File: src/rtl/fsc_pkg.sv
package fsc_pkg;
  // Source of the internal transmit clock
  typedef enum logic {
    CLK_FROM_PIN = 1'b0,
    CLK_FROM_GEN = 1'b1
  } clk_src_e;
endpackage

File: src/rtl/fsc_period_ctr.sv
module fsc_period_ctr #(
  parameter int PER_W = 12
) (
  input  logic             clk,
  input  logic             rst,
  input  logic             run,
  input  logic             tick,
  input  logic [PER_W-1:0] period,
  output logic             frame_start
);
  logic             started;
  logic [PER_W-1:0] pcnt;

  // A new frame begins on the first tick of a run or once the period is used up
  assign frame_start = run & tick & (~started | (pcnt == '0));

  always_ff @(posedge clk) begin
    if (rst || !run) begin
      started <= 1'b0;
      pcnt    <= '0;
    end else if (tick) begin
      started <= 1'b1;
      // loading period counts the start tick itself, i.e. period+1 ticks per frame
      if (frame_start) pcnt <= period;
      else             pcnt <= pcnt - 1'b1;
    end
  end

  AST_PCNT_TICK_ONLY: assert property (@(posedge clk) disable iff (rst)
    (run && !tick) |=> $stable(pcnt));
endmodule

File: src/rtl/fsc_width_ctr.sv
module fsc_width_ctr #(
  parameter int WID_W = 8
) (
  input  logic             clk,
  input  logic             rst,
  input  logic             run,
  input  logic             tick,
  input  logic             frame_start,
  input  logic [WID_W-1:0] width,
  output logic             hold_high
);
  logic [WID_W-1:0] wcnt;

  always_ff @(posedge clk) begin
    if (rst || !run) begin
      wcnt <= '0;
    end else if (tick) begin
      if (frame_start)      wcnt <= width;
      else if (wcnt != '0)  wcnt <= wcnt - 1'b1;
    end
  end

  assign hold_high = (wcnt != '0);

  AST_WCNT_NO_WRAP: assert property (@(posedge clk) disable iff (rst)
    (run && tick && !frame_start && wcnt == '0) |=> (wcnt == '0));
endmodule

File: src/rtl/fsc_clk_mux.sv
module fsc_clk_mux
  import fsc_pkg::*;
(
  input  logic clk,
  input  logic rst,
  input  logic src_gen,
  input  logic pol,
  input  logic gen_lvl,
  input  logic pin_in,
  output logic clk_int,
  output logic pin_out,
  output logic pin_oe
);
  clk_src_e src;
  assign src = clk_src_e'(src_gen);

  always_ff @(posedge clk) begin
    if (rst) begin
      clk_int <= 1'b0;
      pin_out <= 1'b0;
      pin_oe  <= 1'b0;
    end else if (src == CLK_FROM_GEN) begin
      clk_int <= gen_lvl;
      pin_out <= gen_lvl ^ pol;
      pin_oe  <= 1'b1;
    end else begin
      clk_int <= pin_in ^ pol;
      pin_out <= 1'b0;
      pin_oe  <= 1'b0;
    end
  end

  AST_PIN_QUIET_AS_INPUT: assert property (@(posedge clk) disable iff (rst)
    !pin_oe |-> !pin_out);
  AST_OE_TRACKS_SOURCE: assert property (@(posedge clk) disable iff (rst)
    src_gen |=> pin_oe);
endmodule

File: src/rtl/fsync_clkgen_top.sv
module fsync_clkgen_top #(
  parameter int WID_W = 8,
  parameter int PER_W = 12
) (
  input  logic             clk,
  input  logic             rst,
  input  logic             gen_tick,
  input  logic             gen_clk_lvl,
  input  logic             gen_run,
  input  logic             fs_internal,
  input  logic [WID_W-1:0] fs_width,
  input  logic [PER_W-1:0] fs_period,
  input  logic             clk_src_gen,
  input  logic             clk_pol,
  input  logic             ext_clk_pin,
  output logic             fs_out,
  output logic             tx_clk_int,
  output logic             tx_pin_out,
  output logic             tx_pin_oe
);
  logic run;
  logic frame_start;
  logic hold_high;

  assign run = gen_run & fs_internal;

  fsc_period_ctr #(.PER_W(PER_W)) u_period (
    .clk(clk), .rst(rst), .run(run), .tick(gen_tick),
    .period(fs_period), .frame_start(frame_start)
  );

  fsc_width_ctr #(.WID_W(WID_W)) u_width (
    .clk(clk), .rst(rst), .run(run), .tick(gen_tick),
    .frame_start(frame_start), .width(fs_width), .hold_high(hold_high)
  );

  fsc_clk_mux u_clk (
    .clk(clk), .rst(rst), .src_gen(clk_src_gen), .pol(clk_pol),
    .gen_lvl(gen_clk_lvl), .pin_in(ext_clk_pin),
    .clk_int(tx_clk_int), .pin_out(tx_pin_out), .pin_oe(tx_pin_oe)
  );

  always_ff @(posedge clk) begin
    if (rst || !run)      fs_out <= 1'b0;
    else if (gen_tick) begin
      if (frame_start)    fs_out <= 1'b1;
      else if (!hold_high) fs_out <= 1'b0;
    end
  end

  AST_FS_LOW_WHEN_STOPPED: assert property (@(posedge clk) disable iff (rst)
    !run |=> !fs_out);
  AST_FS_HIGH_AFTER_START: assert property (@(posedge clk) disable iff (rst)
    frame_start |=> fs_out);
  AST_FS_MOVES_ON_TICK: assert property (@(posedge clk) disable iff (rst)
    (run && !gen_tick) |=> $stable(fs_out));
endmodule

File: config.mk
export PLATFORM = sky130hd
export DESIGN_NAME = fsync_clkgen_top
export DESIGN_NICKNAME = d
export VERILOG_FILES = /design/src/rtl/fsc_pkg.sv /design/src/rtl/fsc_period_ctr.sv /design/src/rtl/fsc_width_ctr.sv /design/src/rtl/fsc_clk_mux.sv /design/src/rtl/fsync_clkgen_top.sv
export SDC_FILE = /design/constraint.sdc
export NUM_CORES = 1
export LEC_CHECK = 0
export CAP_MARGIN = 0
export CORE_UTILIZATION = 49
export DETAILED_ROUTE_END_ITERATION = 10
export PLACE_DENSITY = 0.81
export SLEW_MARGIN = 25
export SYNTH_ARGS = -nofsm -noshare
export SYNTH_HDL_FRONTEND = slang
export SYNTH_SLANG_ARGS = --single-unit
File: constraint.sdc
create_clock -name clk -period 2.5 [get_ports clk]
set_clock_uncertainty 0.05 [all_clocks]
set_input_delay 0.25 -clock clk [delete_from_list [all_inputs] [get_ports clk]]
set_output_delay 0.25 -clock clk [all_outputs]
set_load 0.01 [all_outputs]
After elaboration in Yosys (flattened, before gate mapping)
Index checks and enable logic that the tools add are counted. Widths: inputs -> output; s select.

Flip-flop bits (word level): 25. Input port bits: 29. Output and inout port bits: 4. Word-level logic and storage cells: 33.

Add/sub/neg operators: 2. Equality and inequality tests: 1. Multiplexer cells: 7. Bitwise logic cells: 8. Reduce and logical (&&, ||, !) cells: 8.

Operator list (count): $mux 8 (2); $logic_not 12->1 (1); $mux 12 (1); $sub 12x1->12 const B (1); $reduce_bool 8->1 (1); $sub 8x1->8 const B (1); $mux 1 (4); $reduce_and 2->1 (2); $and 1x1->1 (3); $ne 2x2->1 const B (1); $not 1->1 (2); $reduce_bool 2->1 (1); $reduce_or 2->1 (1); $xor 1x1->1 (2); $logic_not 1->1 (1); $logic_or 1x1->1 (1); $or 1x1->1 (1).

Logic depth before layout (Yosys ltp)
Gate-level depths: netlist of the first run.

Word-level depth: 5. Depth in mapped cells: 8. Mapped depth without buffers: 7.

By module
Synthesis of the first run repeated with hierarchy kept, for this count alone.

Cells, all modules: 199. Area total of the unflattened synthesis: 1635.3 sq um.

By module, submodules not included: fsc_period_ctr (times used 1, cells an instance 112, area an instance 928.4 sq um, sequential area each 260.2 sq um); fsc_width_ctr (times used 1, cells an instance 72, area an instance 540.5 sq um, sequential area each 160.2 sq um); fsc_clk_mux (times used 1, cells an instance 10, area an instance 108.9 sq um, sequential area each 60.1 sq um); fsync_clkgen_top (times used 1, cells an instance 5, area an instance 57.6 sq um, sequential area each 20.0 sq um).

Worst setup path before layout of the first run
Ideal clock, no wire load.

Path kind: register to register. From: reg u_width.wcnt[0]. To: reg u_width.wcnt[0]. Arrival time: 1.851 ns. Data required time: 2.364 ns. Slack: 0.514 ns. Cell stages (with the launch flop): 7. Period minus slack after synthesis: 1.986 ns. Cells stage by stage: dfxtp_1 inv_1 ha_1 or4b_2 o41a_1 xnor2_1 a211oi_1.

Longest elaborated chain between the ends: 3. Elaborated cells on any way between the ends: 6.

RTL lines: start: declaration (RTL line fsc_width_ctr.sv:12) `logic [WID_W-1:0] wcnt;`; start signal: assignment (RTL line fsc_width_ctr.sv:18) `if (frame_start) wcnt <= width;`; start signal: assignment (RTL line fsc_width_ctr.sv:19) `else if (wcnt != '0) wcnt <= wcnt - 1'b1;`; $sub 8x1->8 / $reduce_bool 8->1 (equally long branches) (RTL line fsc_width_ctr.sv:19); $mux 8 / $reduce_bool 2->1 (equally long branches); $mux 8 / $reduce_and 2->1 (equally long branches).

Parallel ways exist; a longest one is shown, timed or not. The select of a mux whose other input is x is not followed. A chain may end at the register's enable or synchronous reset.

Worst setup path after layout of the first run
Ends and elaborated chain as after synthesis.

==> results.md, run 1 <==
* Via Count at 1,332
* Status: finished, final reports clean
* Cell area after placement at between 1500 and 2000 um^2
* Net switching power figure at 243 uW
* Max-cap check violation count at 0
* Post-synth top area cell: sky130_fd_sc_hd__dfxtp_1
* Static Leak at 0.000646 uW
* Count of hold-fix buffers inserted at cts at 0
* RSZ-0062 raised after global routing: no
* Number of global-route vias before repair at 1,252
* Count leader, synth: sky130_fd_sc_hd__dfxtp_1
* Number of buffers inserted by port buffering at 32
* Fin area at between 1500 and 2000 um^2
* Syn Area/Cell at 8.37 um^2
* Top cells by area, synth: sky130_fd_sc_hd__dfxtp_1 (36%), sky130_fd_sc_hd__o21ai_0 (5.1%), sky130_fd_sc_hd__nor2_1 (4.6%)
* I/O pin count at 33
* Worst Setup SP: u_width.wcnt[0]$_SDFFE_PP0P_
* Slew of the pin with the lowest slew margin at 0.644 ns
* Worst-Skew Late Latency at 0.33 ns
* Reg clk slew, reported paths at roughly 0.15 ns
* Fraction of synthesized cell area taken by the top area cell type at 0.365
* Max frequency at 454 MHz
* Drt total wl at 3.37 mm
* Proportion of power drawn by combinational gates at 0.251
* Post-Route Hold Slack at 0.412 ns
* Worst setup EP type: flop
* Width of the chip at 54.9 um
* Final setup viols at 0
* Worst path required time at 2.71 ns
* Largest net degree at the start of global routing at 21
* Postcts setup bufs at 0
* Post-DP HPWL at 2.54 mm
* ANT nets after route at 0
* Sequential area share after synthesis at 0.365
* Final Worst Setup Slack at 0.295 ns
* Layout Nets at 229
* Top cells by instance count after synthesis: sky130_fd_sc_hd__dfxtp_1 (25), sky130_fd_sc_hd__nor2_1 (17), sky130_fd_sc_hd__o21ai_0 (14)
* Diodes inserted at 0
* Setup Slack @ Placement at roughly 0.11 ns
* Total clock sinks at 25
* Shortest period the worst path allows at 2.20 ns
* Internal power contribution at 582 uW
* Power after layout at ~830 uW
* Gate Count Post-Synth at between 150 and 200
* Power share of the clock group at 0.229
* Top fanout value on the critical path at 4
* TritonCTS clock tree: yes
* Routed via count divided by cell count at 5.89
* Nets in the synthesized netlist at 196
* Fin Setup TNS at 0 ns
* Worst slew slack as a fraction of its limit at 0.565
* Switching Share at 0.295
* First-pass GRT wire length at 5.42 mm
* Effective utilization at floorplan at 0.535
* CORE AREA at 2570 um^2
* Die Height at 54.9 um
* Worst endpoint data arrival time at approximately 2.4 ns
* Final Max Tran Viols at 0
* Sequential share of power at 0.520
* Unique cell type count in the Yosys netlist at 41
* Worst vdd rail ir drop at 0.291 mV
* GRT overflow at 0
* Reg2Reg Launch Point: u_width.wcnt[0]$_SDFFE_PP0P_
* Fin. Hold Viols at 0
* Register-to-Register Path Depth at 6
* Average wire per standard cell at 14.9 um
* CTS Root Cell: sky130_fd_sc_hd__clkbuf_4
* Most common flop cell mapped by yosys: sky130_fd_sc_hd__dfxtp_1
* Growth of design area from synthesis to finish at 27.1%
* Capture point of the worst path: u_width.wcnt[0]$_SDFFE_PP0P_
* Residual DRC at 0
* #FFs+latches synth at 25
* Number of flops mapped to enable cells by yosys at 0
* Kind of critical path: flop to flop
* Crit share post-route at 0.882
* Endpoint of the worst register-to-register path: u_width.wcnt[0]$_SDFFE_PP0P_
* 1st-iter DRT viols at 30
* Hold crit path type: input pin to flop
* Cell area after synthesis at between 1000 and 1500 um^2
* H-tree lvl count at 1
* Number of clock buffers inserted by TritonCTS at 3
* Proportion of register bits with asynchronous set or reset after synthesis at 0
* Routability Congestion at 0.861
* Die area at 3020 um^2
* Cell Pwr Density at roughly 470 nW/um^2
* Startpoint kind of the worst setup timing path: flop
* Overall fraction of global-route tracks in use at 0.254
* Share of post-route cells with drive strength above 1 at 0.0816
* DR pass1 iterations at 4
* Slack of the worst reg-to-reg path at between 0.2 and 0.3 ns
* Num rows at 18
* Synth warn at 0
* Antenna violations before repair at 0
* Maximum number of buffers from clock root to sink at 2
* Cts repair resizes at 0
-- area by class of cell --
type	count	area (um^2)
fill	228	823
multi-input combinational	124	798
sequential	25	500
timing repair buffer	37	358
tap	30	37.5
clock buffer	3	22.5
inverter	6	22.5
clock inverter	1	5.00
-- registers in the layout, indices dropped and copies added (netlist names) --
register          cells
fs_out                1
u_clk.clk_int         1
u_clk.pin_oe          1
u_clk.pin_out         1
u_period.pcnt        12
u_period.started      1
u_width.wcnt          8
-- logic make-up after synthesis --
kind of cell,share of synthesized area
buffers and inverters,0.0538
muxes,0.0301
adders and majority gates,0.0274
DFF,0.365
and+or+nand+nor,0.244
AOI/OAI and AO/OA,0.222
xor gates and xnor gates,0.0574
-- worst min-delay path by stage --
stage                                        from                             to  cells after the start
floorplan                                     rst       u_clk.clk_int$_SDFF_PP0_                      1
global placement    u_period.pcnt[2]$_SDFFE_PP0P_  u_period.pcnt[2]$_SDFFE_PP0P_                      2
detailed placement            fs_out$_SDFFE_PP0P_            fs_out$_SDFFE_PP0P_                      2
CTS                                   fs_width[1]   u_width.wcnt[1]$_SDFFE_PP0P_                      3
global route                          fs_width[1]   u_width.wcnt[1]$_SDFFE_PP0P_                      3
finish                                fs_width[1]   u_width.wcnt[1]$_SDFFE_PP0P_                      3
-- critical path, cell delays in order, from the launching register on --
cell and delay [ns]:
sky130_fd_sc_hd__dfxtp_1 0.35, sky130_fd_sc_hd__inv_1 0.12, sky130_fd_sc_hd__ha_1 0.19, sky130_fd_sc_hd__or4b_2 0.64
sky130_fd_sc_hd__o41a_1 0.41, sky130_fd_sc_hd__xnor2_1 0.16, sky130_fd_sc_hd__a211oi_1 0.22
-- power by group through the flow --
stage / logic [uW] / registers (uW) / clock network [uW]
2_1_floorplan: 130 / 435 / 0
3_3_place_gp: 199 / 436 / 0
4_1_cts: 207 / 428 / 190
6_report: 207 / 429 / 189
5_1_grt: 227 / 431 / 209
3_5_place_dp: 206 / 437 / 0
-- per-stage QoR --
stage	util	std cells
6_report	0.679	226
2_1_floorplan	-	164
3_3_place_gp	0.669	222
4_1_cts	0.679	226
5_1_grt	0.679	226
3_5_place_dp	0.669	222
-- layer usage --
metal  up-vias  GRT usage  part of all wire
met5         -          0                 0
met4         0     0.0750            0.0086
met3         4     0.0464             0.026
met2        29      0.476              0.52
met1       633      0.289              0.44
li1        666          -                 -
-- placed cells by master (no fill, tap or decap), drive strengths merged --
| cell | count |
|---|---|
| clkdlybuf4s50 | 32 |
| dfxtp | 25 |
| nor2 | 17 |
| o21ai | 14 |
| a21oi | 12 |
| nand2 | 9 |
| nor3 | 7 |
| inv | 6 |
| xnor2 | 6 |
| a211oi | 6 |
| nand2b | 5 |
| buf | 5 |
| a31oi | 5 |
| nor4 | 4 |
| nand3 | 4 |
| mux2i | 3 |
| xor2 | 3 |
| a311oi | 3 |
| ha | 3 |
| clkbuf | 3 |
| or3 | 2 |
| or4b | 2 |
| o211ai | 2 |
| and2 | 2 |
| or4 | 2 |
| nor2b | 1 |
| and3b | 1 |
| nand3b | 1 |
| nor3b | 1 |
| or2 | 1 |
| o22ai | 1 |
| nor4b | 1 |
| nand4 | 1 |
| o41a | 1 |
| o31ai | 1 |
| mux2 | 1 |
| o32ai | 1 |
| o41ai | 1 |
| clkinv | 1 |
No activity file was read; power rests on OpenSTA's default activity.
==> run 2: changes to the inputs <==
--- a/config.mk
+++ b/config.mk
@@ -5,6 +5,7 @@
 export SDC_FILE = /design/constraint.sdc
 export NUM_CORES = 1
 export LEC_CHECK = 0
+export ABC_AREA = 0
 export CAP_MARGIN = 0
 export CORE_UTILIZATION = 49
 export DETAILED_ROUTE_END_ITERATION = 10
==> results of run 2 <==
The final DEF is identical to that of run 1; final timing and power are the same.
